$ cat src/rtl/oc_timer_pkg.sv
package oc_timer_pkg;
  localparam int ADDR_W = 3;
  localparam logic [ADDR_W-1:0] A_CTRL = 3'd0;
  localparam logic [ADDR_W-1:0] A_STAT = 3'd1;
  localparam logic [ADDR_W-1:0] A_CMP0 = 3'd2;
  localparam logic [ADDR_W-1:0] A_CNT0 = 3'd4;
  localparam int CTRL_IE   = 0;
  localparam int CTRL_LVL  = 1;
  localparam int STAT_FLAG = 7;
endpackage

$ cat src/rtl/oc_timer_count.sv
module oc_timer_count #(
  parameter int             CNT_W   = 16,
  parameter int             DIV     = 4,
  parameter logic [CNT_W-1:0] RST_VAL = 16'hFFFC
) (
  input  logic             clk,
  input  logic             rst_n,
  output logic             tick,
  output logic [CNT_W-1:0] cnt,
  output logic [CNT_W-1:0] cnt_inc
);
  localparam int PRE_W = (DIV > 1) ? $clog2(DIV) : 1;
  localparam logic [PRE_W-1:0] PRE_LAST = PRE_W'(DIV - 1);

  logic [PRE_W-1:0] pre_q, pre_d;
  logic [CNT_W-1:0] cnt_q, cnt_d;

  always_comb begin
    tick    = (pre_q == PRE_LAST);
    cnt_inc = cnt_q + 1'b1;
    pre_d   = tick ? '0 : pre_q + 1'b1;
    cnt_d   = tick ? cnt_inc : cnt_q;
  end

  always_ff @(posedge clk or negedge rst_n) begin
    if (!rst_n) begin
      pre_q <= '0;
      cnt_q <= RST_VAL;
    end else begin
      pre_q <= pre_d;
      cnt_q <= cnt_d;
    end
  end

  assign cnt = cnt_q;

  assert_step_R1: assert property (@(posedge clk) disable iff (!rst_n)
    tick |=> (cnt == $past(cnt) + 1'b1));
  assert_hold_R1: assert property (@(posedge clk) disable iff (!rst_n)
    !tick |=> $stable(cnt));
endmodule

$ cat src/rtl/oc_timer_compare.sv
module oc_timer_compare #(
  parameter int CNT_W = 16,
  parameter int BUS_W = 8
) (
  input  logic                    clk,
  input  logic                    rst_n,
  input  logic [CNT_W/BUS_W-1:0]  byte_wr,
  input  logic [BUS_W-1:0]        wdata,
  input  logic                    tick,
  input  logic [CNT_W-1:0]        cnt_inc,
  output logic [CNT_W-1:0]        cmp_val,
  output logic                    match
);
  localparam int NB = CNT_W / BUS_W;

  logic [CNT_W-1:0] cmp_q, cmp_d;
  logic             inh_q, inh_d;

  always_comb begin
    cmp_d = cmp_q;
    for (int i = 0; i < NB; i++) begin
      if (byte_wr[i]) cmp_d[i*BUS_W +: BUS_W] = wdata;
    end
    if (byte_wr[0])           inh_d = 1'b0;
    else if (byte_wr[NB-1])   inh_d = 1'b1;
    else                      inh_d = inh_q;
  end

  // compare value survives reset: plain register with write enable
  always_ff @(posedge clk) begin
    cmp_q <= cmp_d;
  end

  always_ff @(posedge clk or negedge rst_n) begin
    if (!rst_n) inh_q <= 1'b0;
    else        inh_q <= inh_d;
  end

  assign match   = tick && !inh_q && (cnt_inc == cmp_q);
  assign cmp_val = cmp_q;

  assert_inhibit_R3: assert property (@(posedge clk) disable iff (!rst_n)
    (byte_wr[NB-1] && !byte_wr[0]) |=> !match);
endmodule

$ cat src/rtl/oc_timer_flag.sv
module oc_timer_flag (
  input  logic clk,
  input  logic rst_n,
  input  logic match,
  input  logic stat_rd,
  input  logic clr_wr,
  input  logic ie,
  input  logic level,
  output logic flag,
  output logic cmp_out,
  output logic irq
);
  logic flag_q, flag_d;
  logic arm_q, arm_d;
  logic out_q, out_d;

  always_comb begin
    flag_d = flag_q;
    if (match)                flag_d = 1'b1;
    else if (arm_q && clr_wr) flag_d = 1'b0;

    arm_d = arm_q;
    if (clr_wr && arm_q) arm_d = 1'b0;
    else if (stat_rd)    arm_d = flag_q;

    out_d = match ? level : out_q;
  end

  // flag survives reset
  always_ff @(posedge clk) begin
    flag_q <= flag_d;
  end

  always_ff @(posedge clk or negedge rst_n) begin
    if (!rst_n) begin
      arm_q <= 1'b0;
      out_q <= 1'b0;
    end else begin
      arm_q <= arm_d;
      out_q <= out_d;
    end
  end

  assign flag    = flag_q;
  assign cmp_out = out_q;
  assign irq     = ie & flag_q;

  assert_set_R2: assert property (@(posedge clk) disable iff (!rst_n)
    match |=> flag);
  assert_clear_R5: assert property (@(posedge clk) disable iff (!rst_n)
    (arm_q && clr_wr && !match) |=> !flag);
  assert_noarm_R6: assert property (@(posedge clk) disable iff (!rst_n)
    (stat_rd && !flag) |=> !arm_q);
  assert_level_R7: assert property (@(posedge clk) disable iff (!rst_n)
    match |=> (cmp_out == $past(level)));
  assert_quiet_R8: assert property (@(posedge clk) disable iff (!rst_n)
    !match |=> $stable(cmp_out));
endmodule

$ cat src/rtl/oc_timer.sv
module oc_timer #(
  parameter int               BUS_W   = 8,
  parameter int               CNT_W   = 16,
  parameter int               DIV     = 4,
  parameter logic [CNT_W-1:0] RST_CNT = 16'hFFFC
) (
  input  logic             clk,
  input  logic             rst_n,
  input  logic [2:0]       bus_addr,
  input  logic [BUS_W-1:0] bus_wdata,
  input  logic             bus_wr,
  input  logic             bus_rd,
  output logic [BUS_W-1:0] bus_rdata,
  output logic             cmp_out,
  output logic             irq
);
  import oc_timer_pkg::*;
  localparam int NB = CNT_W / BUS_W;

  logic             tick, match, flag;
  logic [CNT_W-1:0] cnt, cnt_inc, cmp_val;
  logic [NB-1:0]    cmp_wr;
  logic             ie_q, ie_d, lvl_q, lvl_d;
  logic             ctrl_wr, stat_rd;

  assign ctrl_wr = bus_wr && (bus_addr == A_CTRL);
  assign stat_rd = bus_rd && (bus_addr == A_STAT);

  for (genvar g = 0; g < NB; g++) begin : g_bytes
    assign cmp_wr[g] = bus_wr && (bus_addr == A_CMP0 + ADDR_W'(g));
  end

  always_comb begin
    ie_d  = ctrl_wr ? bus_wdata[CTRL_IE]  : ie_q;
    lvl_d = ctrl_wr ? bus_wdata[CTRL_LVL] : lvl_q;
  end

  always_ff @(posedge clk or negedge rst_n) begin
    if (!rst_n) begin
      ie_q  <= 1'b0;
      lvl_q <= 1'b0;
    end else begin
      ie_q  <= ie_d;
      lvl_q <= lvl_d;
    end
  end

  oc_timer_count #(.CNT_W(CNT_W), .DIV(DIV), .RST_VAL(RST_CNT)) u_count (
    .clk(clk), .rst_n(rst_n), .tick(tick), .cnt(cnt), .cnt_inc(cnt_inc)
  );

  oc_timer_compare #(.CNT_W(CNT_W), .BUS_W(BUS_W)) u_cmp (
    .clk(clk), .rst_n(rst_n), .byte_wr(cmp_wr), .wdata(bus_wdata),
    .tick(tick), .cnt_inc(cnt_inc), .cmp_val(cmp_val), .match(match)
  );

  oc_timer_flag u_flag (
    .clk(clk), .rst_n(rst_n), .match(match), .stat_rd(stat_rd),
    .clr_wr(cmp_wr[0]), .ie(ie_q), .level(lvl_q),
    .flag(flag), .cmp_out(cmp_out), .irq(irq)
  );

  always_comb begin
    bus_rdata = '0;
    if (bus_addr == A_CTRL) begin
      bus_rdata[CTRL_IE]  = ie_q;
      bus_rdata[CTRL_LVL] = lvl_q;
    end
    if (bus_addr == A_STAT) bus_rdata[STAT_FLAG] = flag;
    for (int i = 0; i < NB; i++) begin
      if (bus_addr == A_CMP0 + ADDR_W'(i)) bus_rdata = cmp_val[i*BUS_W +: BUS_W];
      if (bus_addr == A_CNT0 + ADDR_W'(i)) bus_rdata = cnt[i*BUS_W +: BUS_W];
    end
  end

  assert_irq_R4: assert property (@(posedge clk) disable iff (!rst_n)
    !ie_q |-> !irq);
  assert_irqset_R4: assert property (@(posedge clk) disable iff (!rst_n)
    (ie_q && match) |=> irq);
endmodule

$ cat config.mk
export PLATFORM = sky130hd
export DESIGN_NAME = oc_timer
export DESIGN_NICKNAME = d
export VERILOG_FILES = /design/src/rtl/oc_timer_pkg.sv /design/src/rtl/oc_timer_count.sv /design/src/rtl/oc_timer_compare.sv /design/src/rtl/oc_timer_flag.sv /design/src/rtl/oc_timer.sv
export SDC_FILE = /design/constraint.sdc
export NUM_CORES = 1
export LEC_CHECK = 0
export ABC_AREA = 1
export ABC_CLOCK_PERIOD_IN_PS = 3600
export BUFFER_PORTS_ARGS = -buffer_cell sky130_fd_sc_hd__clkbuf_2
export CAP_MARGIN = 25
export CORE_ASPECT_RATIO = 1.2
export CORE_MARGIN = 2
export CORE_UTILIZATION = 30
export CTS_BUF_LIST = sky130_fd_sc_hd__clkbuf_4 sky130_fd_sc_hd__clkbuf_8
export CTS_CLUSTER_SIZE = 8
export DETAILED_ROUTE_END_ITERATION = 10
export GPL_TIMING_DRIVEN = 1
export HOLD_SLACK_MARGIN = 0.06
export REMOVE_ABC_BUFFERS = 1
export SYNTH_ARGS = -nofsm -noshare
export SYNTH_HDL_FRONTEND = slang
export SYNTH_HIERARCHICAL = 1
export SYNTH_SLANG_ARGS = --single-unit
$ cat constraint.sdc
create_clock -name clk -period 3.6 [get_ports clk]
set_input_delay 0.18 -clock clk [delete_from_list [all_inputs] [get_ports clk]]
set_output_delay 0.18 -clock clk [all_outputs]
set_load 0.02 [all_outputs]
# Word level (Yosys, flattened, before mapping)
# Index checks and enable logic that the tools add are counted.
dict set report word_totals {
  regBits 40
  in_bits 15
  out_inout_bits 10
  elab_cells 42
}
dict set report classes {
  addsub 2
  eq_ne 7
  n_mux 11
  n_bitwise 1
  reduce_logical 11
}
# operator n
set ops {}
lappend ops {{$mux W8} 4}
lappend ops {{$add A16 B1 Y16 const B} 1}
lappend ops {{$eq A16 B16 Y1} 1}
lappend ops {{$logic_and A1 B1 Y1} 7}
lappend ops {{$eq A3 B2 Y1 const B} 2}
lappend ops {{$eq A3 B3 Y1 const B} 2}
lappend ops {{$mux W1} 5}
lappend ops {{$mux W2} 2}
lappend ops {{$reduce_bool A2 Y1} 2}
lappend ops {{$eq A3 B1 Y1 const B} 1}
lappend ops {{$logic_not A3 Y1} 1}
lappend ops {{$add A2 B1 Y2 const B} 1}
lappend ops {{$eq A2 B2 Y1 const B} 1}
lappend ops {{$and A1 B1 Y1} 1}
lappend ops {{$logic_not A1 Y1} 1}

# Depth between registers and ports, before layout
dict set report depth {
  depth_word 6
  mapped_depth 18
  ltp_nobuf 18
}

# Modules after synthesis
# Netlist, hierarchy kept.
# mod n_inst cells_each area_per_inst_um2 seq_area_each_um2
set modules_own_cells {}
lappend modules_own_cells {oc_timer_count 1 141 1082.3 467.9}
lappend modules_own_cells {oc_timer_compare 1 84 798.3 505.5}
lappend modules_own_cells {oc_timer 1 78 402.9 50.0}
lappend modules_own_cells {oc_timer_flag 1 17 125.1 70.1}

# Least setup slack after synthesis
# No wires, ideal clock.
dict set report synth_path {
  path_type {reg2reg}
  startpoint {reg u_count.cnt_q[0] (netlist: u_count/cnt[0])}
  endpoint {reg u_flag.out_q (netlist: u_flag/cmp_out)}
  setup_ns 0.117
  arrival_ns 1.771
  slack_ns 1.712
  stages_incl_launch_ff 16
  path_buffers 0
  period_less_slack_ns 1.888
  cell_sequence {dfrtp_1 ha_1 nand2_1 nor2_2 nand2_2 nor2_1 nand2_1 and2_1 xnor2_1 nand2_1 nor2_1 nand3_1 nor2_1 inv_1 nand2_1 nand2_1}
}
dict set report synth_between {
  elab_chain_len 3
}
# element line_no
set synth_lines {}
lappend synth_lines {{start, declared} oc_timer_count.sv:16} ;# logic [CNT_W-1:0] cnt_q, cnt_d;
lappend synth_lines {{start signal, assigned} oc_timer_count.sv:31} ;# cnt_q <= cnt_d;
lappend synth_lines {{$add A16 B1 Y16} oc_timer_count.sv:20} ;# cnt_inc = cnt_q + 1'b1;
lappend synth_lines {{via cnt_inc[10]} oc_timer.sv:21} ;# logic [CNT_W-1:0] cnt, cnt_inc, cmp_val;
lappend synth_lines {{$eq A16 B16 Y1} oc_timer_compare.sv:39} ;# assign match = tick && !inh_q && (cnt_inc == cmp_q);
lappend synth_lines {{$logic_and A1 B1 Y1} oc_timer_compare.sv:39}
lappend synth_lines {{via match} oc_timer.sv:20} ;# logic tick, match, flag;
lappend synth_lines {{end signal, assigned} oc_timer_flag.sv:40} ;# out_q <= out_d;
lappend synth_lines {{end, declared} oc_timer_flag.sv:15} ;# logic out_q, out_d;
# The timed path passes the listed nets, and every way through them passes these cells.
# A chain may end at the register's enable or synchronous reset.

# Worst setup path in the final report
# Same ends and word-level chain as after synthesis.

==> qor.txt <==
Proportion of layout cells with a drive suffix above 1 = 0.2028
Commonest non-fill, non-tap cell in the layout = nand2_1
Crit path DAT = 2470 ps
I/O Pins = 25
Post-Syn Area = 0.002409 sq mm
Yosys warns = 6
Clk root buf = clkbuf_8
Share of the synthesized area in the top cell type = 0.1995
Max Root-Sink Buffers = 2
Setup TNS = 0 ps
Row Count = 35
Largest stage delay on the critical path = 460 ps
Synth Instances = 320
CTS tree = built
Final #Nets = 371
Reg2Reg Depth = 15
Starting Density = 0.3107
# Post-CTS Setup Buffers = 0
Synth cell types = 32
Antenna viol nets, final = 0
Internal = 731.2 uW
Diodes inserted = 0
CP Capture Type = register
Antenna violations before repair = 0
Die Wd = 85.80 microns
Worst path cell trace = ha_1 -> nand2_1 -> nor2_2 -> nand2_2 -> nor2_1 -> nand2_1 -> and2_1 -> xnor2_1 -> nand2_1 -> nor2_1 -> nand3_1 -> nor2_1 -> inv_1 -> nand2_1 -> nand2_1
CP Class = register to register
Maximum vdd drop = 0.2402 mV
Power share of the combinational group = 0.090
CTS Sinks = 40
Worst-Margin Slew = 645.0 ps
Syn_area_per_cell = 7.527 sq um
CP max stage cell = dfrtp_1
P per Cell Area = 345.9 mW/mm^2
CP required = 3790 ps
Die area = 0.008764 sq mm
Register area = 0.001094 sq mm
Setup violators final = 0
Clock transition at the registers of the reported paths = 80 ps
Largest net degree at the start of global routing = 27
Drt first pass iters = 4
DPL Wire Length = 4579 microns
Reg power frac = 0.528
RSZ-0062 raised after global routing = no
Status = finished, final reports clean
MaxCap Viol Count = 0
Leakage power = 1.239 nW
Vias in the first global route = 2,056
Area contributors post-synth = edfxtp_1, nand2_1, dfstp_2
Post-layout min period = 2282 ps
Vias per inst = 4.696
Post-CTS sizing = 0
Fmax = 438.2 MHz
Switching pwr = 234.3 uW
Area of the multi-input gates = 0.001115 sq mm
Clock Power Share = 0.382
DR WL/cell = 13.14 microns
First DRT Iteration DRCs = 100
GPL Wtd Cong = 0.8677
Most frequent cells in the layout = nand2_1, inv_1, nor2_1
Sequential-to-total area share from yosys stat = 0.4540
Hold Slack = 74.38 ps
GRT Resource Usage Total = 0.1472
CTS Hold Bufs = 1
Startpoint Class = register
Fin. max-slew vios = 0
Most used cell, CP = nand2_1
Hold Crit Depth = 1
Synth area leader = edfxtp_1
First-pass GRT wire length = 10,040 microns
Vias = 2,099
Grt total ovfl = 0
Drt total wl = 5874 microns
FILL cells = 765
CORE AREA = 0.007751 sq mm
Sw frac = 0.2427
Max transition margin = 0.5700
Clock skew = 6.315 ps
Endpoints failing hold = 0
CTS H-Tree Depth = 2
Drt drc = 0
Synth Register Bits = 40
Fin util = 0.3601
Hold Path Class = primary input to register
Synthesis-to-finish area growth = 15.90%
Number of port buffers = 24
Clock Latency Late Sink = 290 ps
Final worst path period share = 0.6339
Largest fanout on the critical path = 5
CTS Buf Count = 5
Chip height = 102.2 microns
==> cells in the mapped netlist <==
cell and count:
dfstp_2 14, xnor2_1 3, clkbuf_1 1, nand3_2 2, nor4_1 1, nor3_4 1, inv_1 46, dfxtp_1 1
nand3_1 18, inv_2 2, xor2_1 9, o22ai_1 1, o21ai_1 3, ha_1 2, nand2_1 113, buf_4 1
nor3_1 2, nand4_1 6, and2_1 2, nand3b_1 2, o21ai_0 11, a21oi_1 5, dfrtp_1 9, edfxtp_1 16
nand2_2 6, nor2_2 9, clkinv_1 1, xor2_2 2, nor2_4 1, buf_2 1, or2_0 2, nor2_1 27
==> power groups by stage <==
stage	clock, mW	combinational (mW)	sequential [mW]
final	0.369	0.0872	0.509
after global routing	0.402	0.0986	0.512
after CTS	0.377	0.0877	0.509
after detailed placement	0	0.0863	0.518
after global placement	0	0.0862	0.519
after floorplan	0	0.0495	0.514
==> critical path: cells and delay by family, from the launching register on <==
family	cells	cell delay [ps]
XOR/XNOR	1	180
adder cells (fa/ha/maj)	1	270
buffers and inverters	1	70
flip-flops	1	460
AND/OR/NAND/NOR	12	1180
==> kinds of logic (layout without fill, tap and decap cells) <==
group           count (synthesis)  count (layout)  synth area share
fa+ha+maj                       2               2           0.01039
flops                          40              40            0.4540
simple gates                  192             192            0.3533
xor+xnor                       14              14           0.05715
compound gates                 20              20           0.04207
buf+inv                        52              87           0.08312
==> metrics by stage <==
step           std cells  power, mW  instance area (sq um)  worst slack [ps]
2_1_floorplan        317     0.5637                   2392              1712
3_3_place_gp         436     0.6050                   2650              1347
3_5_place_dp         436     0.6044                   2650              1354
4_1_cts              445     0.9742                   2771              1329
5_1_grt              447      1.013                   2791              1060
6_report             447     0.9655                   2791              1318
==> cell type report <==
| cell class | count | share of cell area |
|---|---|---|
| Multi-Input combinational cell | 228 | 0.3994 |
| Sequential cell | 40 | 0.3918 |
| Inverter | 49 | 0.06589 |
| Timing Repair Buffer | 30 | 0.06186 |
| Tap cell | 92 | 0.04124 |
| Clock buffer | 5 | 0.02465 |
| Clock inverter | 3 | 0.01524 |
==> routing by layer <==
| layer | up-vias | global-route usage | share of wire |
|---|---|---|---|
| li1 | 1059 | - | - |
| met1 | 988 | 0.1783 | 0.43 |
| met2 | 44 | 0.2578 | 0.51 |
| met3 | 8 | 0.02262 | 0.034 |
| met4 | 0 | 0.06716 | 0.022 |
| met5 | - | 0 | 0 |
==> state kept, by name, indices dropped and copies added (netlist names) <==
register        flops
u_flag/cmp_out      1
ie_q                1
u_flag/arm_q        1
u_count/cnt        16
u_cmp/inh_q         1
u_cmp/cmp_val      16
lvl_q               1
u_flag/flag         1
u_count/pre_q       2
==> path summary, 6_finish.rpt <==
| path | to | from | slack (ps) |
|---|---|---|---|
| setup / recovery | u_flag/cmp_out$_DFFE_PN0P_ | u_count/cnt[0]$_DFFE_PN0P_ | 1320 |
| hold / removal | u_cmp/cmp_val[7]$_DFFE_PP_ | bus_wdata[7] | 70 |
| setup reg to reg | u_flag/cmp_out$_DFFE_PN0P_ | u_count/cnt[0]$_DFFE_PN0P_ | 1320 |
| hold reg to reg | u_count/pre_q[0]$_DFF_PN0_ | u_count/pre_q[0]$_DFF_PN0_ | 430 |
| max in group asynchronous | u_cmp/inh_q$_DFFE_PN0P_ | rst_n | 2740 |
| min in group asynchronous | lvl_q$_DFFE_PN0P_ | rst_n | 440 |
(Power assumes the default switching activity.)
